[src/rtl/page_mapper_pkg.sv]
package page_mapper_pkg;

  localparam int VA_W        = 16;
  localparam int PA_W        = 18;
  localparam int OFF_W       = 13;
  localparam int PAGES       = 8;
  localparam int PAGE_W      = $clog2(PAGES);
  localparam int NUM_SETS    = 3;
  localparam int SET_W       = $clog2(NUM_SETS);
  localparam int BLOCK_SHIFT = 6;
  localparam int REG_W       = 16;
  localparam int HI_W        = VA_W - 9;
  localparam int WRITTEN_BIT = 6;

  localparam logic [REG_W-1:0] PAR_STEP    = REG_W'((1 << OFF_W) >> BLOCK_SHIFT);
  localparam logic [REG_W-1:0] PDR_RESET   = 16'h7F06;
  localparam logic [REG_W-1:0] MMR0_ADDR   = 16'o177572;
  localparam logic [REG_W-1:0] MMR0_CLR    = 16'h0C00;
  localparam logic [REG_W-1:0] WIN_KERNEL  = 16'o172300;
  localparam logic [REG_W-1:0] WIN_SUPER   = 16'o172200;
  localparam logic [REG_W-1:0] WIN_USER    = 16'o177600;
  localparam logic [REG_W-1:0] WIN_MASK    = 16'h003F;

  localparam logic [SET_W-1:0] SET_KERNEL = 0;
  localparam logic [SET_W-1:0] SET_SUPER  = 1;
  localparam logic [SET_W-1:0] SET_USER   = 2;

  typedef enum logic [1:0] {
    REG_NONE = 2'd0,
    REG_PDR  = 2'd1,
    REG_PAR  = 2'd2,
    REG_CTRL = 2'd3
  } regKind_e;

  typedef struct packed {
    regKind_e          regKind;
    logic [SET_W-1:0]  regSet;
    logic              regD;
    logic [PAGE_W-1:0] regPage;
    logic              regWrEn;
    logic              markEn;
    logic [SET_W-1:0]  xlatSet;
    logic [PAGE_W-1:0] xlatPage;
    logic              ioHit;
  } mapStrobe_t;

endpackage

[src/rtl/page_mapper_ctrl.sv]
module page_mapper_ctrl
  import page_mapper_pkg::*;
(
  input  logic [HI_W-1:0]  vHigh,
  input  logic [1:0]       modeBits,
  input  logic             accValid,
  input  logic             accWrite,
  input  logic             regWr,
  input  logic [REG_W-1:0] regAddr,
  output mapStrobe_t       strobe
);

  logic             winHit;
  logic [SET_W-1:0] winSet;
  logic             ctrlHit;
  logic             lowZone;
  logic             ioZone;
  logic [SET_W-1:0] modeSet;

  // register window decode; address bit 0 is folded away by the masks
  always_comb begin
    winHit = 1'b1;
    winSet = SET_KERNEL;
    if ((regAddr | WIN_MASK) == (WIN_KERNEL | WIN_MASK)) begin
      winSet = SET_KERNEL;
    end else if ((regAddr | WIN_MASK) == (WIN_SUPER | WIN_MASK)) begin
      winSet = SET_SUPER;
    end else if ((regAddr | WIN_MASK) == (WIN_USER | WIN_MASK)) begin
      winSet = SET_USER;
    end else begin
      winHit = 1'b0;
    end
    ctrlHit = (regAddr | 16'h0001) == (MMR0_ADDR | 16'h0001);
  end

  // bank selection for translation
  always_comb begin
    unique case (modeBits)
      2'b00:   modeSet = SET_KERNEL;
      2'b01:   modeSet = SET_SUPER;
      default: modeSet = SET_USER;
    endcase
    ioZone  = &vHigh[HI_W-1:HI_W-3];
    lowZone = vHigh == '0;
  end

  always_comb begin
    strobe = '0;
    if (winHit) begin
      strobe.regKind = regAddr[5] ? REG_PAR : REG_PDR;
    end else if (ctrlHit) begin
      strobe.regKind = REG_CTRL;
    end else begin
      strobe.regKind = REG_NONE;
    end
    strobe.regSet   = winSet;
    strobe.regD     = regAddr[4];
    strobe.regPage  = regAddr[3:1];
    strobe.regWrEn  = regWr;
    strobe.ioHit    = ioZone;
    strobe.xlatSet  = lowZone ? SET_KERNEL : modeSet;
    strobe.xlatPage = vHigh[HI_W-1:HI_W-PAGE_W];
    strobe.markEn   = accValid && accWrite && !ioZone;
  end

endmodule

[src/rtl/page_mapper_dp.sv]
module page_mapper_dp
  import page_mapper_pkg::*;
(
  input  logic             clk,
  input  logic             rstN,
  input  mapStrobe_t       strobe,
  input  logic [OFF_W-1:0] vOffset,
  input  logic             accByte,
  input  logic [REG_W-1:0] regWdata,
  output logic [PA_W-1:0]  physAddr,
  output logic [1:0]       byteEn,
  output logic [REG_W-1:0] regRdata
);

  logic [REG_W-1:0] parQ [NUM_SETS][2][PAGES];
  logic [REG_W-1:0] pdrQ [NUM_SETS][2][PAGES];
  logic [REG_W-1:0] parD [NUM_SETS][2][PAGES];
  logic [REG_W-1:0] pdrD [NUM_SETS][2][PAGES];
  logic [REG_W-1:0] ctrlQ;

  // next-state: software write first, the written mark is OR-ed on top
  always_comb begin
    parD = parQ;
    pdrD = pdrQ;
    if (strobe.regWrEn && strobe.regKind == REG_PAR) begin
      parD[strobe.regSet][strobe.regD][strobe.regPage] = regWdata;
    end
    if (strobe.regWrEn && strobe.regKind == REG_PDR) begin
      pdrD[strobe.regSet][strobe.regD][strobe.regPage] = regWdata;
    end
    if (strobe.markEn) begin
      pdrD[strobe.xlatSet][0][strobe.xlatPage][WRITTEN_BIT] = 1'b1;
    end
  end

  for (genvar s = 0; s < NUM_SETS; s++) begin : g_set
    for (genvar d = 0; d < 2; d++) begin : g_space
      for (genvar p = 0; p < PAGES; p++) begin : g_page
        always_ff @(posedge clk) begin
          if (!rstN) begin
            parQ[s][d][p] <= REG_W'(p) * PAR_STEP;
            pdrQ[s][d][p] <= PDR_RESET;
          end else begin
            parQ[s][d][p] <= parD[s][d][p];
            pdrQ[s][d][p] <= pdrD[s][d][p];
          end
        end
      end
    end
  end

  always_ff @(posedge clk) begin
    if (!rstN) begin
      ctrlQ <= '0;
    end else if (strobe.regWrEn && strobe.regKind == REG_CTRL) begin
      ctrlQ <= regWdata & ~MMR0_CLR;
    end
  end

  // translation
  logic [REG_W-1:0]             base;
  logic [REG_W+BLOCK_SHIFT-1:0] scaled;
  logic [PA_W-1:0]              physMapped;

  always_comb begin
    base       = parQ[strobe.xlatSet][0][strobe.xlatPage];
    scaled     = {base, {BLOCK_SHIFT{1'b0}}};
    physMapped = scaled[PA_W-1:0] + {{(PA_W-OFF_W){1'b0}}, vOffset};
    physAddr   = strobe.ioHit ? {{(PA_W-OFF_W){1'b1}}, vOffset} : physMapped;
    if (accByte) begin
      byteEn = physAddr[0] ? 2'b10 : 2'b01;
    end else begin
      byteEn = 2'b11;
    end
  end

  // register read mux
  always_comb begin
    unique case (strobe.regKind)
      REG_PAR:  regRdata = parQ[strobe.regSet][strobe.regD][strobe.regPage];
      REG_PDR:  regRdata = pdrQ[strobe.regSet][strobe.regD][strobe.regPage];
      REG_CTRL: regRdata = ctrlQ;
      default:  regRdata = '0;
    endcase
  end

endmodule

[src/rtl/page_mapper.sv]
module page_mapper
  import page_mapper_pkg::*;
(
  input  logic             clk,
  input  logic             rstN,
  input  logic [VA_W-1:0]  vAddr,
  input  logic [1:0]       modeBits,
  input  logic             accValid,
  input  logic             accWrite,
  input  logic             accByte,
  output logic [PA_W-1:0]  physAddr,
  output logic             ioHit,
  output logic [1:0]       byteEn,
  input  logic             regWr,
  input  logic [REG_W-1:0] regAddr,
  input  logic [REG_W-1:0] regWdata,
  output logic [REG_W-1:0] regRdata
);

  mapStrobe_t strobe;

  page_mapper_ctrl u_ctrl (
    .vHigh    (vAddr[VA_W-1:9]),
    .modeBits (modeBits),
    .accValid (accValid),
    .accWrite (accWrite),
    .regWr    (regWr),
    .regAddr  (regAddr),
    .strobe   (strobe)
  );

  page_mapper_dp u_dp (
    .clk      (clk),
    .rstN     (rstN),
    .strobe   (strobe),
    .vOffset  (vAddr[OFF_W-1:0]),
    .accByte  (accByte),
    .regWdata (regWdata),
    .physAddr (physAddr),
    .byteEn   (byteEn),
    .regRdata (regRdata)
  );

  assign ioHit = strobe.ioHit;

endmodule

[config.mk]
export PLATFORM = sky130hd
export DESIGN_NAME = page_mapper
export DESIGN_NICKNAME = d
export VERILOG_FILES = /design/src/rtl/page_mapper_pkg.sv /design/src/rtl/page_mapper_ctrl.sv /design/src/rtl/page_mapper_dp.sv /design/src/rtl/page_mapper.sv
export SDC_FILE = /design/constraint.sdc
export NUM_CORES = 2
export LEC_CHECK = 0
export BUFFER_PORTS_ARGS = -buffer_cell sky130_fd_sc_hd__buf_4
export CORE_AREA = 4 4 468 354
export DETAILED_ROUTE_END_ITERATION = 8
export DIE_AREA = 0 0 472 358
export HOLD_SLACK_MARGIN = 0.12
export PLACE_DENSITY = 0.67
export SLEW_MARGIN = 20
export SYNTH_ARGS = -nofsm -noshare
export SYNTH_HDL_FRONTEND = slang
export SYNTH_HIERARCHICAL = 1
export SYNTH_SLANG_ARGS = --single-unit
[constraint.sdc]
create_clock -name clk -period 16.7 [get_ports clk]
set_input_delay 3.34 -clock clk [delete_from_list [all_inputs] [get_ports clk]]
set_output_delay 3.34 -clock clk [all_outputs]
set_load 0.005 [all_outputs]
======== Word level (Yosys, flattened, before mapping) ========
Index checks and enable logic that the tools add are counted.
word-level totals
  flip-flop bits (word level) ............. 1550
  bits of input ports ..................... 56
  output and inout bits ................... 37
  word-level logic and storage cells ...... 189
operators by class
  add/sub/neg operators ................... 1
  $lt $le $gt $ge ......................... 10
  eq/ne operators ......................... 8
  mux-type cells .......................... 53
  bitwise gates (word level) .............. 6
  reduce and logical (&&, ||, !) cells .... 14
operator list
  kind                                                                           number
  256-bit 2-to-1 mux                                                             8
  256-bit binary-select mux with 2-bit select                                    3
  768-bit bitwise mux                                                            2
  768-bit 2-to-1 mux                                                             2
  256-bit demux with 2-bit select                                                2
  128-bit 2-to-1 mux                                                             7
  768-bit bitwise OR                                                             1
  16-bit binary-select mux with 3-bit select                                     3
  128-bit demux with 1-bit select                                                1
  16-bit demux with 3-bit select                                                 2
  16-bit 2-to-1 mux                                                              5
  16-bit one-hot mux with 3 select lines                                         1
  10-bit == test (second input constant)                                         3
  12-bit 2-to-1 mux                                                              2
  18-bit by 13-bit adder with 18-bit output                                      1
  18-bit 2-to-1 mux                                                              1
  2-bit 2-to-1 mux                                                               9
  15-bit == test (second input constant)                                         1
  1-bit logical AND                                                              10
  4-bit >= comparator (second input constant)                                    2
  4-bit by 1-bit less-than comparator with 1-bit output (second input constant)  2
  3-bit NOT with 4-bit output                                                    2
  7-bit zero test                                                                1
  7-bit 2-to-1 mux                                                               1
  13 further kinds                                                               20

======== Logic depth before layout (Yosys ltp) ========
  word-level depth ........................ 15
  gate-level depth with buffers ........... 22
  depth with buffers taken out ............ 18

======== Modules after synthesis ========
The synthesis kept the hierarchy.
by module, submodules not included
  module            times used  cells each  area each (sq um)  sequential area each (sq um)
  page_mapper_dp    1           9384        71926.5            31029.8
  page_mapper_ctrl  1           30          216.5              0.0

======== Least setup slack after synthesis ========
OpenSTA, ideal clock, no wires.
  path type ............................... input -> output
  start ................................... input vAddr[12]
  end ..................................... output physAddr[16]
  arrival ................................. 7.236 ns
  data required time ...................... 13.360 ns
  path slack .............................. 6.124 ns
  stages on the path ...................... 20
  path buffers ............................ 4
  path through ............................ or4_1 -> nor4_2 -> nor3b_1 -> buf_2 -> nor2_2 -> buf_2 -> buf_2 -> buf_1 -> a21oi_1 -> o22ai_1 -> or4_1 -> ha_1 -> inv_1 -> fa_1 -> nor2b_1 -> o21ai_0 -> a21boi_0 -> o211ai_1 -> a211oi_1 -> mux2i_1
RTL lines
  element      line               RTL
  from (decl)  page_mapper.sv:6   input logic [VA_W-1:0] vAddr,
  to (decl)    page_mapper.sv:11  output logic [PA_W-1:0] physAddr,

==> results by group <==
Outcome
  – Outcome: complete, no violations

Critical path
  – Critical Path AT: around 10 ns
  – Most frequent CP cell: buf_4
  – Buffers and inverters on the worst path: 6
  – Critical path capture point type: primary output
  – Delay-heaviest family, CP: buffers and inverters
  – Critical path's largest stage delay: roughly 1.0 ns
  – Crit-path cells: buf_4, or4_1, nor4_2, nor2b_4, buf_4, inv_2, nor2_4, buf_4, a221oi_1, nor3_1, or4_1, ha_1, inv_1, fa_1, nor2b_1, o21ai_0, a21boi_0, o211ai_1, a211oi_1, mux2i_1, buf_4
  – R2r setup slk: ~16 ns
  – Crit-path max FO: 59
  – Critical R2R Launch: u_dp/parQ[154]
  – Worst setup path category: in -> out
  – Reg-to-reg endpoint: u_dp/parQ[154]
  – R2R cell count: 2
  – Crit path max-delay cell type: nor2_4
  – Startpoint Class: input port
  – Critical path required time: 13.36 ns

Floorplanning
  – Die W: 472 um
  – Core Region: 0.161 sq mm
  – Die height: 358 um
  – Initial core utilization: 44.7%
  – Ports: 93
  – Die Area: 0.169 sq mm
  – Number of core rows: 128

Placement
  – DP Wirelength: approximately 180,000 um
  – RePlAce Congestion: 1.01
  – Port-buffer cells: 81

Synth
  – Async SR Flop Fraction: 0%
  – Post-Synthesis Cells: 9,414
  – Yosys Warn Count: 6
  – Netlist cell types: 90
  – Ys flop type: dfxtp_1
  – FF+latch count, synth: 1,550
  – Post-synthesis sequential area ratio: between 40% and 50%
  – Post-Synthesis Net Count: 9,478
  – Number of enable flip-flop cells after synthesis: 0
  – Synth Cell Area: 0.0721 sq mm
  – Average cell area after synthesis: between 7 and 8 sq um

Detailed routing
  – Post-route antenna net violation count: 0
  – Residual DRC: 0
  – Vias: a little over 70,000
  – Avg Vias per Cell: 6.36
  – Routed wire per std cell: roughly 27 um
  – TritonRoute pass-1 iters: 7
  – Drt total wl: 297,000 um
  – Drt first-iter violations: roughly 12,000

Global route
  – Largest net degree at the start of global routing: 218
  – GR Overflow Total: 0
  – First-pass GRT wire length: 432,000 um
  – Vias in the first global route: 65,000
  – GRT Resource Usage Total: 33.6%
  – Number of antenna violations at the first check in global routing: 17

CTS
  – Clock-pin slew on the worst setup and hold paths: 0.06 ns
  – H-tree depth: 4
  – TritonCTS Buffers: 154
  – CTS Hold Bufs: 0
  – Root Buffer: clkbuf_16
  – Post-CTS Setup Inserts: 0
  – Clk buf depth: 3
  – Resized Gates After CTS: 0
  – CTS tree: done
  – Clock sink count: approximately 1,600
  – Worst skew pair latency: between 0.8 and 0.9 ns

STA
  – Final setup violation count: 0
  – Period minus WS final: 13.38 ns
  – Max Clock Freq: between 0.07 and 0.08 GHz
  – Final setup TNS: 0 ns
  – Final hold slack: 0.450 ns
  – Worst-Margin Slew: 1.40 ns
  – RSZ-0062 raised after global routing: false
  – Fin crit share: 80.1%
  – Number of hold violations in the final report: 0
  – Worst Skew: 0 ns
  – Final Max Tran Viols: 0
  – Max-slew headroom: 5.88%

Min path
  – Hold crit path type: reg -> reg
  – Worst hold path endpoint: u_dp/pdrQ[608]
  – Hold depth: 2
  – Hold Path Origin: u_dp/pdrQ[608]

Layout
  – Most common cell after layout, fill and taps aside: nand2_1
  – Share of cells above drive strength 1: a little over a tenth
  – Nets: around 9,000
  – Most frequent cells in the layout: 3,242 x nand2_1, 1,550 x dfxtp_1, 1,103 x a21oi_1
  – Area growth syn-to-layout: 8.22%

Pwr
  – Maximum VDD drop: 0.0935 mV
  – Leakage: approximately 27 nW
  – Pwr dens: about 99 mW/mm^2

Run
  – Max-cap violations: 0
layout make-up:
type | instances | area (sq um)
sequential | 1550 | 31000
multi-input combinational | 6965 | 37200
clock inverter | 48 | 594
antenna | 9 | 22.5
timing repair buffer | 230 | 1920
inverter | 20 | 97.6
fill | 15400 | 83400
tap | 2145 | 2680
clock buffer | 227 | 4520
stage by stage:
step	worst slack, ns	area (sq um)	util [%]	power [mW]	instances
finish	3.32	78100	48.4	7.71	11200
global route	3.15	78100	48.4	7.88	11200
floorplan	6.12	72100	-	4.00	9414
detailed placement	3.57	72800	45.1	4.18	10900
CTS	3.52	77900	48.3	7.69	11200
global placement	3.52	72800	45.1	4.18	10900
power by group:
| group | switching (mW) | leakage [nW] | total [mW] | internal, mW |
|---|---|---|---|---|
| clock network | 1.57 | 2.52 | 3.58 | 2.01 |
| logic | 0.347 | 12.3 | 0.428 | 0.0813 |
| registers | 0.000269 | 12.5 | 3.70 | 3.70 |
| total | 1.92 | 27.3 | 7.71 | 5.79 |
registers in the layout, indices dropped and copies added, names as in the netlist:
name and count:
u_dp/parQ 768, u_dp/pdrQ 768, u_dp/ctrlQ 14
worst max path at each step:
stage                               to  startpoint  cells after the start  slack, ns
after CTS                 physAddr[16]   vAddr[13]                     21       3.52
after global placement    physAddr[16]   vAddr[13]                     21       3.52
after global routing      physAddr[16]   vAddr[13]                     21       3.15
after detailed placement  physAddr[16]   vAddr[13]                     21       3.57
final                     physAddr[16]   vAddr[13]                     21       3.32
after floorplan           physAddr[16]   vAddr[12]                     20       6.12
synth_stat cells, types with 5 or more instances:
master,number,area share [%]
a211oi_1,11,0.11
a21boi_0,126,1.3
a21oi_1,1103,7.7
a221o_1,54,0.75
a221oi_1,260,3.2
a221oi_2,5,0.10
a22oi_1,22,0.23
a31oi_1,18,0.16
a32oi_1,5,0.061
and2_1,20,0.17
and3_1,5,0.043
buf_1,28,0.15
buf_2,244,1.7
buf_4,68,0.71
buf_6,29,0.45
clkbuf_1,508,2.6
dfxtp_1,1550,43
ha_1,7,0.12
inv_1,15,0.078
inv_2,5,0.026
mux2_2,331,5.2
mux2i_1,274,3.8
mux4_2,18,0.56
nand2_1,3242,17
nand2_2,10,0.087
nand2b_1,14,0.12
nand3_1,593,4.1
nand4_1,14,0.12
nor2_1,263,1.4
nor2_2,23,0.20
nor2b_1,7,0.061
nor3_1,108,0.75
nor3_2,21,0.29
nor4_1,14,0.12
o2111ai_1,7,0.085
o211ai_1,16,0.17
o21ai_0,148,1.0
o221ai_1,7,0.085
o22ai_1,66,0.57
o31ai_1,21,0.22
o32ai_1,6,0.073
or3_1,26,0.23
or4_1,10,0.10
layer usage:
metal,vias up,global-route usage (%),share of wire [%]
met5,-,0,0.027
met4,12,17.7,5.9
met3,875,12.8,16
met2,5090,46.0,40
met1,34100,45.4,39
li1,31000,-,-
kinds of logic (layout without fill, tap and decap cells):
| kind of cell | after synthesis | in the layout | synth area share, % |
|---|---|---|---|
| AND/OR/NAND/NOR | 4404 | 4404 | 25.1 |
| adder cells (fa/ha/maj) | 8 | 8 | 0.149 |
| multiplexers | 627 | 627 | 9.60 |
| other | 0 | 9 | 0 |
| AO/OA/AOI/OAI | 1919 | 1919 | 16.3 |
| flip-flops | 1550 | 1550 | 43.0 |
| XOR/XNOR | 7 | 7 | 0.0850 |
| buffers and inverters | 899 | 525 | 5.76 |
worst reg2reg max path: cells and delay by family, from the launching register on:
| kind | cells | cell delay, ns |
|---|---|---|
| flip-flops | 1 | 0.60 |
| AO/OA/AOI/OAI | 1 | 0.16 |
| AND/OR/NAND/NOR | 1 | 0.10 |
No activity file was read; power rests on OpenSTA's default activity.
